<file path="src/rtl/ser_flag_pkg.sv">
package ser_flag_pkg;

  // status register bit positions (software decodes these)
  localparam int B_MPT  = 0;
  localparam int B_MPR  = 1;
  localparam int B_TEND = 2;
  localparam int B_PER  = 3;
  localparam int B_RDF  = 4;
  localparam int B_TDRE = 5;
  localparam int STAT_W = 6;

  // index of the write-zero-to-clear flags; status bit = B_PER + index
  localparam int F_PER  = 0;
  localparam int F_RDF  = 1;
  localparam int F_TDRE = 2;
  localparam int NFLAG  = 3;

  typedef enum logic [1:0] {
    A_STAT = 2'd0,
    A_TDR  = 2'd1,
    A_RDR  = 2'd2,
    A_NONE = 2'd3
  } reg_addr_e;

endpackage

</file>
<file path="src/rtl/ser_flag_w0c.sv">
// One event flag cleared by software only after it was read as 1.
module ser_flag_w0c #(
  parameter bit RST_VAL = 1'b0
) (
  input  logic clk,
  input  logic rst_n,
  input  logic set_i,      // event from a core, wins over any clear
  input  logic clr_ext_i,  // hardware clear (DMA)
  input  logic rd_i,       // status register read this cycle
  input  logic wr_i,       // status register write this cycle
  input  logic wbit_i,     // written value of this flag's bit
  output logic flag_o,
  output logic qclr_o      // qualifying software clear this cycle
);

  logic flag_q;
  logic arm_q;
  logic wr_zero;

  assign wr_zero = wr_i & ~wbit_i;
  assign qclr_o  = wr_zero & arm_q;
  assign flag_o  = flag_q;

  always_ff @(posedge clk or negedge rst_n) begin
    if (!rst_n) begin
      flag_q <= RST_VAL;
      arm_q  <= 1'b0;
    end else begin
      flag_q <= set_i | (flag_q & ~qclr_o & ~clr_ext_i);
      // armed by a read that returns 1, consumed by any write of 0,
      // dropped whenever the flag is 0
      arm_q  <= flag_q & (arm_q | rd_i) & ~wr_zero;
    end
  end

endmodule

</file>
<file path="src/rtl/ser_flag_rx.sv">
// Receive data register and received multiprocessor bit.
module ser_flag_rx #(
  parameter int DW = 8
) (
  input  logic          clk,
  input  logic          rst_n,
  input  logic          accept_i,
  input  logic [DW-1:0] byte_i,
  input  logic          mpb_i,
  output logic [DW-1:0] rdr_o,
  output logic          mpb_o
);

  always_ff @(posedge clk or negedge rst_n) begin
    if (!rst_n) begin
      rdr_o <= '0;
      mpb_o <= 1'b0;
    end else if (accept_i) begin
      rdr_o <= byte_i;
      mpb_o <= mpb_i;
    end
  end

endmodule

</file>
<file path="src/rtl/ser_flag_tx.sv">
// Transmit-end flag and transmit data register.
module ser_flag_tx #(
  parameter int DW = 8
) (
  input  logic          clk,
  input  logic          rst_n,
  input  logic          tx_en_i,
  input  logic          last_bit_i,
  input  logic          tdre_i,
  input  logic          tdre_qclr_i,
  input  logic          dma_wr_i,
  input  logic [DW-1:0] dma_data_i,
  input  logic          cpu_wr_i,
  input  logic [DW-1:0] cpu_data_i,
  output logic          tend_o,
  output logic [DW-1:0] tdr_o
);

  logic tend_q;
  logic tend_set;
  logic tend_clr;

  assign tend_set = ~tx_en_i | (last_bit_i & tdre_i);
  assign tend_clr = tdre_qclr_i | dma_wr_i;
  assign tend_o   = tend_q | ~tx_en_i;

  always_ff @(posedge clk or negedge rst_n) begin
    if (!rst_n) begin
      tend_q <= 1'b1;
      tdr_o  <= '0;
    end else begin
      tend_q <= tend_set | (tend_q & ~tend_clr);
      if (dma_wr_i)      tdr_o <= dma_data_i;
      else if (cpu_wr_i) tdr_o <= cpu_data_i;
    end
  end

endmodule

</file>
<file path="src/rtl/ser_flag_ctrl.sv">
module ser_flag_ctrl
  import ser_flag_pkg::*;
#(
  parameter int DW = 8
) (
  input  logic          clk,
  input  logic          rst_n,
  input  logic          tx_en,
  input  logic          rx_en,
  input  logic          cpu_rd,
  input  logic          cpu_wr,
  input  logic [1:0]    cpu_addr,
  input  logic [DW-1:0] cpu_wdata,
  output logic [DW-1:0] cpu_rdata,
  input  logic          dma_tdr_wr,
  input  logic [DW-1:0] dma_tdr_data,
  input  logic          rx_done,
  input  logic          rx_parity_err,
  input  logic          rx_mp_bit,
  input  logic [DW-1:0] rx_byte,
  input  logic          tx_last_bit,
  input  logic          tx_take,
  output logic          perr_o,
  output logic          tx_end_o,
  output logic          mp_rx_o,
  output logic          tdr_empty_o,
  output logic          rdr_full_o,
  output logic          rx_inhibit_o,
  output logic          mp_tx_o,
  output logic [DW-1:0] tdr_o,
  output logic [DW-1:0] rdr_o
);

  localparam logic [NFLAG-1:0] TDRE_SEL = NFLAG'(1) << F_TDRE;

  logic             st_rd;
  logic             st_wr;
  logic             tdr_wr;
  logic             rx_acc;
  logic [NFLAG-1:0] fset;
  logic [NFLAG-1:0] fclr;
  logic [NFLAG-1:0] fq;
  logic [NFLAG-1:0] fqclr;
  logic             mpt_q;

  assign st_rd  = cpu_rd & (cpu_addr == A_STAT);
  assign st_wr  = cpu_wr & (cpu_addr == A_STAT);
  assign tdr_wr = cpu_wr & (cpu_addr == A_TDR);

  assign rx_inhibit_o = fq[F_PER] | ~rx_en;
  assign rx_acc       = rx_done & ~rx_inhibit_o;

  assign fset[F_PER]  = rx_acc & rx_parity_err;
  assign fset[F_RDF]  = rx_acc & ~rx_parity_err;
  assign fset[F_TDRE] = tx_take;
  assign fclr[F_PER]  = 1'b0;
  assign fclr[F_RDF]  = 1'b0;
  assign fclr[F_TDRE] = dma_tdr_wr;

  for (genvar gi = 0; gi < NFLAG; gi++) begin : g_flag
    ser_flag_w0c #(.RST_VAL(gi == F_TDRE)) u_flag (
      .clk       (clk),
      .rst_n     (rst_n),
      .set_i     (fset[gi]),
      .clr_ext_i (fclr[gi]),
      .rd_i      (st_rd),
      .wr_i      (st_wr),
      .wbit_i    (cpu_wdata[B_PER+gi]),
      .flag_o    (fq[gi]),
      .qclr_o    (fqclr[gi])
    );
  end

  assign perr_o      = fq[F_PER];
  assign rdr_full_o  = fq[F_RDF];
  assign tdr_empty_o = fq[F_TDRE];

  ser_flag_rx #(.DW(DW)) u_rx (
    .clk      (clk),
    .rst_n    (rst_n),
    .accept_i (rx_acc),
    .byte_i   (rx_byte),
    .mpb_i    (rx_mp_bit),
    .rdr_o    (rdr_o),
    .mpb_o    (mp_rx_o)
  );

  ser_flag_tx #(.DW(DW)) u_tx (
    .clk         (clk),
    .rst_n       (rst_n),
    .tx_en_i     (tx_en),
    .last_bit_i  (tx_last_bit),
    .tdre_i      (fq[F_TDRE]),
    .tdre_qclr_i (|(fqclr & TDRE_SEL)),
    .dma_wr_i    (dma_tdr_wr),
    .dma_data_i  (dma_tdr_data),
    .cpu_wr_i    (tdr_wr),
    .cpu_data_i  (cpu_wdata),
    .tend_o      (tx_end_o),
    .tdr_o       (tdr_o)
  );

  always_ff @(posedge clk or negedge rst_n) begin
    if (!rst_n)     mpt_q <= 1'b0;
    else if (st_wr) mpt_q <= cpu_wdata[B_MPT];
  end
  assign mp_tx_o = mpt_q;

  always_comb begin
    cpu_rdata = '0;
    unique case (cpu_addr)
      A_STAT: begin
        cpu_rdata[B_MPT]  = mpt_q;
        cpu_rdata[B_MPR]  = mp_rx_o;
        cpu_rdata[B_TEND] = tx_end_o;
        cpu_rdata[B_PER]  = fq[F_PER];
        cpu_rdata[B_RDF]  = fq[F_RDF];
        cpu_rdata[B_TDRE] = fq[F_TDRE];
      end
      A_TDR:   cpu_rdata = tdr_o;
      A_RDR:   cpu_rdata = rdr_o;
      default: cpu_rdata = '0;
    endcase
  end

endmodule

</file>
<file path="config.mk">
export PLATFORM = sky130hd
export DESIGN_NAME = ser_flag_ctrl
export DESIGN_NICKNAME = d
export VERILOG_FILES = /design/src/rtl/ser_flag_pkg.sv /design/src/rtl/ser_flag_w0c.sv /design/src/rtl/ser_flag_rx.sv /design/src/rtl/ser_flag_tx.sv /design/src/rtl/ser_flag_ctrl.sv
export SDC_FILE = /design/constraint.sdc
export NUM_CORES = 1
export LEC_CHECK = 0
export CAP_MARGIN = 40
export CORE_AREA = 2 2 62 64
export CTS_CLUSTER_DIAMETER = 80
export CTS_CLUSTER_SIZE = 28
export DETAILED_ROUTE_END_ITERATION = 16
export DIE_AREA = 0 0 64 66
export PLACE_DENSITY_LB_ADDON = 0.12
export SETUP_SLACK_MARGIN = 0.3
export SLEW_MARGIN = 20
export SYNTH_ARGS = -nofsm -noshare
export SYNTH_HDL_FRONTEND = slang
export SYNTH_SLANG_ARGS = --single-unit
</file>
<file path="constraint.sdc">
create_clock -name clk -period 1.37 [get_ports clk]
set_input_delay 0.137 -clock clk [delete_from_list [all_inputs] [get_ports clk]]
set_output_delay 0.137 -clock clk [all_outputs]
set_load 0.01 [all_outputs]
</file>
# Yosys cells after proc, flatten, opt, wreduce, memory -nomap -nowiden
# Cells that the tools add are included.
# word_totals
reg_bits,25
in_bits,38
# op_classes
n_eq_ne,2
n_mux,4
bitwise,50
n_reduce_logical,2
# op_table
operator,n
bitwise AND 1 bit,24
case mux 6 bit (3 select lines),1
2-to-1 mux 8 bit,2
NOT 1 bit,15
OR 1 bit,11
case mux 2 bit (2 select lines),1
equality test 2 x 1 -> 1 bit (second input constant),1
equality test 2 bit (second input constant),1
zero test 2 bit,1
nonzero test 2 bit,1

# Longest topological paths before layout
# Gate-level depths: netlist of run 1.
# logic_depth
word_depth,8
depth_mapped,6
ltp_nobuf,5

# By module
# Synthesis of run 1 repeated with hierarchy kept, for this count alone.
# unflattened
cells_unflattened,116
area_unflattened_um2,1333.8
# by_module_without_submodules
mod,area_per_inst_um2,instances,cells_each,seq_area_each_um2
ser_flag_tx,415.4,1,39,226.5
ser_flag_rx,371.6,1,19,225.2
ser_flag_ctrl,271.5,1,34,25.0
ser_flag_w0c (g_flag[0].u_flag ...),91.3,2,8,50.0
ser_flag_w0c (g_flag[2].u_flag),92.6,1,8,51.3

# Worst setup path before layout of run 1
# Ideal clock, no wire load.
# synth_timing
path_type,reg-to-reg
from,reg g_flag[0].u_flag.flag_q
to,reg u_rx.mpb_o
t_required_ns,1.245
path_stages_with_launch,4
path_buffers,1
path_slack_ns,0.216
synth_period_minus_slack_ns,1.154
arrival_time_ns,1.029
cell_sequence,dfrtp_1 > nand3b_4 > buf_6 > mux2_4
# synth_via
elab_chain_len,3
# synth_lines
element,line_no,source
from (decl),ser_flag_w0c.sv:16,logic flag_q;
from (signal assigned),ser_flag_w0c.sv:29,flag_q <= set_i | (flag_q & ~qclr_o & ~clr_ext_i);
OR 1 bit,ser_flag_ctrl.sv:50,assign rx_inhibit_o = fq[F_PER] | ~rx_en;
NOT 1 bit,ser_flag_ctrl.sv:51,assign rx_acc = rx_done & ~rx_inhibit_o;
bitwise AND 1 bit,ser_flag_ctrl.sv:51,
to (signal assigned),ser_flag_rx.sv:20,mpb_o <= mpb_i;
to (decl),ser_flag_rx.sv:11,output logic mpb_o
# Every way passes these cells.
# A chain may end at the register's enable or synchronous reset.

# Worst setup path after layout of run 1
# layout_timing
from,reg u_rx.rdr_o[3]
to,out cpu_rdata[3]
# layout_via
elab_chain_len,1
# layout_lines
element,line_no,source
from (decl),ser_flag_rx.sv:10,"output logic [DW-1:0] rdr_o,"
from (signal assigned),ser_flag_rx.sv:19,rdr_o <= byte_i;
case mux 6 bit (3 select lines),ser_flag_ctrl.sv:111,unique case (cpu_addr)
to (decl),ser_flag_ctrl.sv:14,"output logic [DW-1:0] cpu_rdata,"
# Every way passes these cells.

==> results of run 1 <==
## logic make-up (layout without fill, tap and decap cells)
group                      count (synthesis)  count (layout)  synth area share [%]
AOI/OAI and AO/OA                         29              29                  15.0
adders and majority gates                  4               4                  3.91
buffers and inverters                     10             122                  3.91
DFF                                       25              25                  49.1
muxes                                     18              18                  17.4
and+or+nand+nor                           26              27                  10.7
## per-layer routing
metal  routed length (um)  vias to the layer above  GRT usage [%]
met5                    0                        -              0
met3                  301                        2           2.73
li1                     -                      636              -
met4                   14                        0           4.62
met2                 2070                       60           34.9
met1                 1710                      670           24.9
## layout make-up
cell class / count / share of cell area (%)
clock buffers: 4 / 1.03
well taps: 48 / 2.35
flip-flops and latches: 25 / 24.6
repair buffers: 113 / 43.6
multi-input cells: 78 / 27.7
inverters: 5 / 0.735
## layout by cell type, fill, tap and decap left out, types with 2 or more instances in the layout
master | Yosys | final
nor2_1 | 9 | 9
buf_6 | 1 | 54
clkdlybuf4s50_1 | 0 | 35
a21oi_1 | 3 | 3
o21ai_1 | 2 | 3
buf_4 | 1 | 14
mux2i_1 | 8 | 8
a222oi_1 | 6 | 6
o21ai_0 | 13 | 9
nand2_1 | 9 | 8
dfrtp_1 | 23 | 23
inv_1 | 5 | 3
mux2_4 | 8 | 9
dfstp_2 | 2 | 2
nand2_4 | 1 | 2
nor2b_1 | 2 | 2
clkbuf_4 | 0 | 3
ha_4 | 0 | 3
nand2b_1 | 4 | 2
inv_2 | 0 | 2
nand3b_4 | 1 | 2
nand2b_4 | 0 | 2
o21ai_2 | 0 | 3
buf_2 | 1 | 10
## flip-flops by register name, indices dropped and copies added, names as in the netlist
register / cells
mp_tx_o: 1
u_rx.mpb_o: 1
u_rx.rdr_o: 8
g_flag.u_flag.flag_o: 3
g_flag.u_flag.arm_q: 3
u_tx.tdr_o: 8
u_tx.tend_q: 1
## worst paths after layout
path | endpoint | depth (start not counted) | slack (ns)
max in group asynchronous | u_tx.tend_q | 2 | 0.90
min in group clk | g_flag[2].u_flag.flag_o | 2 | 0.35
max reg2reg | u_rx.rdr_o[1] | 3 | 0.14
min reg2reg | g_flag[0].u_flag.arm_q | 2 | 0.53
max | cpu_rdata[3] | 3 | -0.07
min | u_rx.rdr_o[6] | 2 | 0.17
## per-stage QoR
stage	util [%]	setup WS (ns)	total power (W)	instance area (um^2)
final	72.0	-0.0682	0.00367	2550
after CTS	69.1	-0.0707	0.00341	2450
after detailed placement	60.9	-0.726	0.00261	2160
after global routing	72.0	-0.163	0.00388	2550
after floorplan	-	0.216	0.00168	1280
after global placement	60.9	-0.699	0.00260	2160
## repair_timing
action | CTS | global route
pin swaps | 12 | 5
hold endpoints to repair | 0 | 0
setup endpoints to repair | 56 | 44
gates resized for setup | 191 | 18
cloned | 1 | 0
buffers inserted | 13 | 9
## where the power goes
part / total, W / switching (W) / internal, W / leakage, nW
registers: 0.00113 / 0.000165 / 0.000961 / 0.296
clock network: 0.000337 / 0.000223 / 0.000114 / 0.0150
logic: 0.00221 / 0.000715 / 0.00149 / 0.960
total: 0.00367 / 0.00110 / 0.00257 / 1.27
## worst max-delay path: cells and delay by family (launching register included)
kind                   cells  cell delay [ns]
AO/OA/AOI/OAI              1             0.31
flip-flops                 1             0.43
buffers and inverters      1             0.15
AND/OR/NAND/NOR            1             0.10
==> metrics.md, run 1 <==
| Metric | Value |
|---|---|
| Placed insts | 246 |
| Die Y-Extent | around 66 um |
| RSZ-0062 raised after global routing | yes |
| YS warnings | 0 |
| Tmin final | 1.44 ns |
| Yosys top cell area share | 45.0% |
| DRC viols | 0 |
| Worst setup margin | -0.0682 ns |
| I/O Pins | 69 |
| Initial Util | 36.0% |
| Max VDD drop | approximately 0.68 mV |
| Via count | 1368 |
| Commonest register cell after synthesis | dfrtp_1 |
| Launch point of the worst reg-to-reg path | g_flag[0].u_flag.flag_o |
| Die area | roughly 4200 um^2 |
| Fin Setup TNS | -0.328 ns |
| Worst Path Required | 1.23 ns |
| I/O Buffers | 68 |
| Critical path class | flop to output pin |
| CP Cell Sequence | a222oi_1 -> nor2_1 -> buf_2 |
| Highest clock rate | 695 MHz |
| LEAKAGE | approximately 1.3 nW |
| Post-synth top area cell | dfrtp_1 |
| Number of diodes | 0 |
| Routed wire per std cell | 15.0 um |
| Peak fanout along the critical path | 2 |
| Max-cap viol count | 0 |
| Critical Path AT | 1.30 ns |
| Most frequent cells after synthesis | dfrtp_1 (23), o21ai_0 (13), nand2_1 (9), nor2_1 (9) |
| Number of synthesized register bits | 25 |
| Final hold vios | 0 |
| Post-DRT Antenna Nets | 0 |
| Clk sinks | 25 |
| Setup crit end kind | output pin |
| Status | finished, violations left |
| Delay of the slowest critical-path stage | around 0.43 ns |
| RePlAce Congestion | 0.797 |
| Hpwl dp | 2710 um |
| First-pass GRT wire length | 6480 um |
| Worst slew pin tran | ~0.32 ns |
| Vias in the first global route | 1373 |
| Antenna violations before repair | 0 |
| Syn Area/Cell | 11.4 um^2 |
| H-tree levels | 1 |
| Post-synth EDFFs | 0 |
| Hold_ws | 0.173 ns |
| CTS tree | built |
| Synth-to-layout area growth | 99.8% |
| Post-Syn Instances | 112 |
| Hold_buf cts | 0 |
| Post-route insts no fill | 273 |
| Width of the die | 64 um |
| Failing checks | setup timing |
| Post-synthesis net count | 154 |
| Cell area after synthesis | 1280 um^2 |
| Nets | 268 |
| Area occupied by multi-input gates | 708 um^2 |
| Library cells used by synthesis | 26 |
| TritonCTS Buffers | 3 |
| Pwr Density | 1440 nW/um^2 |
| DR iter-0 viols | 94 |
| Worst Setup Start Kind | flop |
| FF/Latch Area | between 600 and 700 um^2 |
| CTS Root Cell | clkbuf_4 |
| Total GRT Usage | 19.5% |
| Row Count | 22 |
| Most frequent cell after synthesis | dfrtp_1 |
| Max-slew violations | 0 |
| Total Wirelength | roughly 4000 um |
| Post-synth ARST share | 100% |
| Reg clk slew, reported paths | 0.14 ns |
| Largest net degree at the start of global routing | 26 |
| Clock Latency Late Sink | roughly 0.31 ns |
| Core ar. | ~3600 um^2 |
| Slew margin rel. | around four fifths |
| Share of the yosys chip area belonging to registers | roughly 49% |
| Clock Skews | just under 0.003 ns |
| CTS max path bufs | 2 |
| Total grt overflow | 0 |
| Layout cells sized above 1 | 48.0% |
| Crit-path slowest cell | dfrtp_1 |
| Worst hold-check path type | primary input to asynchronous set/reset pin |
| Final-report setup violation count | 6 |
| Drt pass-1 iters | 4 |
| Synth top area cells | dfrtp_1 (45%), mux2_4 (9.4%), mux2i_1 (6.3%) |
| Avg Vias per Cell | 5.01 |
| CP Launch Point | u_rx.rdr_o[3] |
| Fill cell count | 252 |
| Tcrit/Tclk final | 105% |
Note: power is estimated with default switching activity, not from simulation.
==> inputs of run 2 (changes only) <==
--- a/config.mk
+++ b/config.mk
@@ -13,6 +13,7 @@
 export DIE_AREA = 0 0 64 66
 export PLACE_DENSITY_LB_ADDON = 0.12
 export SETUP_SLACK_MARGIN = 0.3
+export SKIP_CTS_REPAIR_TIMING = 1
 export SLEW_MARGIN = 20
 export SYNTH_ARGS = -nofsm -noshare
 export SYNTH_HDL_FRONTEND = slang
==> run 2 against run 1 <==
Against the previous run:
- the flow still finishes with violations (setup timing)
- setup slack lost 0.019 ns
- hold slack worse by 0.0078 ns
- die area stayed put
- largest cell class unchanged
- highest routed layer unchanged
==> metrics.md, run 2 (synthesized netlist as in run 1, its figures left out) <==
| Metric | Value |
|---|---|
| Max-slew violations | 0 |
| CTS max path bufs | 2 |
| Setup crit end kind | output pin |
| Highest clock rate | 686 MHz |
| I/O Pins | ~70 |
| Fill cell count | about 280 |
| Peak fanout along the critical path | 2 |
| Antenna violations before repair | 0 |
| Drt pass-1 iters | 4 |
| Die Y-Extent | 66 um |
| Initial Util | 36.0% |
| Total GRT Usage | 17.9% |
| Worst Path Required | ~1.2 ns |
| Max-cap viol count | 0 |
| Number of diodes | 0 |
| Failing checks | setup timing |
| Row Count | 22 |
| Clk sinks | 25 |
| TritonCTS Buffers | 3 |
| Via count | between 1k and 1.5k |
| Clock power share | 10.3% |
| CP Cell Sequence | a222oi_1 -> nor2_1 -> clkbuf_2 |
| Width of the die | 64 um |
| Post-route insts no fill | 260 |
| Largest net degree at the start of global routing | 26 |
| Layout cells sized above 1 | between 40% and 50% |
| Worst Setup Start Kind | flop |
| Hold_ws | 0.165 ns |
| Core ar. | 3550 um^2 |
| Clock Latency Late Sink | 0.32 ns |
| Vias in the first global route | 1270 |
| Slew margin rel. | 77.2% |
| I/O Buffers | 68 |
| RePlAce Congestion | 0.797 |
| Internal Pwr Total | 0.00226 W |
| DR iter-0 viols | 99 |
| Reg clk slew, reported paths | 0.14 ns |
| Nets | about 260 |
| RSZ-0062 raised after global routing | yes |
| Biggest regs | u_rx.rdr_o x8, u_tx.tdr_o x8 |
| Routed wire per std cell | approximately 15 um |
| Total Wirelength | 3940 um |
| Placed insts | roughly 250 |
| CTS Root Cell | clkbuf_4 |
| Crit-path slowest cell | dfrtp_1 |
| Logic pwr share | 55.7% |
| Synth-to-layout area growth | 85.7% |
| Avg Vias per Cell | between 4 and 5 |
| LEAKAGE | 1.20 nW |
| Most frequent cells in the layout | clkdlybuf4s50_1 (35), buf_6 (35), dfrtp_1 (23) |
| Hpwl dp | 2710 um |
| Max VDD drop | 0.675 mV |
| Clock Skews | 0.00668 ns |
| Register-to-Register Path Depth | 3 |
| Tmin final | 1.46 ns |
| Worst slew pin tran | 0.342 ns |
| Pwr Density | about 1400 nW/um^2 |
| CTS tree | built |
| Total grt overflow | 0 |
| Switching Share | 30.7% |
| Pre-CTS setup slack | -0.726 ns |
| Post-DRT Antenna Nets | 0 |
| DRC viols | 0 |
| Status | finished, violations left |
| First-pass GRT wire length | ~5900 um |
| Final hold vios | 0 |
| Sequential share of power | 34.1% |
| Critical path class | flop to output pin |
| Tcrit/Tclk final | 106% |
| Final-report setup violation count | 7 |
| Final core utilization | 66.9% |
| Delay of the slowest critical-path stage | 0.41 ns |
| Psw | ~0.001 W |
| Worst setup margin | -0.0869 ns |
| Critical Path AT | 1.32 ns |
| Die area | 4220 um^2 |
| H-tree levels | 1 |
| Worst hold-check path type | primary input to asynchronous set/reset pin |
-- run 2: changes by cell type in the layout (fill, tap and decap cells not counted), sizes merged --
cell,change
buf,-28
clkbuf,+13
dlymetal6s2s,+2
-- run 2: power by group through the flow --
stage | logic (W) | clock network (W) | registers [W]
final | 0.00181 | 0.000334 | 0.00111
after global routing | 0.00194 | 0.000373 | 0.00113
after CTS | 0.00151 | 0.000342 | 0.00109
after detailed placement | 0.00150 | 0 | 0.00111
after global placement | 0.00148 | 0 | 0.00111
after floorplan | 0.000463 | 0 | 0.00122
-- run 2: per-layer routing --
layer  part of all wire [%]  track usage [%]
met5                      0                0
met3                    6.3             2.90
met2                     53             31.6
met4                   0.36             4.35
met1                     40             22.7
-- run 2: area by class of cell --
cell class / instances / area, um^2 / share of cell area (%)
Inverter: 5 / 18.8 / 0.790
Sequential cell: 25 / 628 / 26.4
Clock buffer: 4 / 26.3 / 1.11
Tap cell: 48 / 60.1 / 2.53
Multi-Input combinational cell: 78 / 697 / 29.3
Timing Repair Buffer: 100 / 945 / 39.8
-- run 2: path summary, 6_finish.rpt --
path / from / to / slack, ns
worst min-delay path: rst_n / u_rx.rdr_o[6] / 0.17
worst min register to register: g_flag[1].u_flag.arm_q / g_flag[1].u_flag.arm_q / 0.54
min in group clk: tx_take / g_flag[2].u_flag.flag_o / 0.35
worst max-delay path: g_flag[1].u_flag.flag_o / cpu_rdata[4] / -0.09
max in group asynchronous: rst_n / u_tx.tend_q / 0.91
worst max register to register: g_flag[0].u_flag.flag_o / u_rx.rdr_o[1] / 0.14
-- run 2: critical path, delay by kind of cell (launching register included) --
kind / cells / cell delay, ns
AOI/OAI and AO/OA: 1 / 0.39
buffers and inverters: 1 / 0.14
DFF: 1 / 0.41
and+or+nand+nor: 1 / 0.08
-- run 2: per-stage QoR --
step           instance area [um^2]  setup TNS, ns  power [W]
2_1_floorplan                  1280              0    0.00168
6_report                       2370         -0.268    0.00326
3_3_place_gp                   2160         -11.63    0.00260
5_1_grt                        2370         -0.697    0.00345
3_5_place_dp                   2160         -12.48    0.00261
4_1_cts                        2190          -9.61    0.00295
==> inputs of run 3 (changes only) <==
--- a/config.mk
+++ b/config.mk
@@ -18,3 +18,4 @@
 export SYNTH_ARGS = -nofsm -noshare
 export SYNTH_HDL_FRONTEND = slang
 export SYNTH_SLANG_ARGS = --single-unit
+export TNS_END_PERCENT = 100
==> results of run 3 <==
The final DEF is identical to that of run 2; final timing and power are the same.
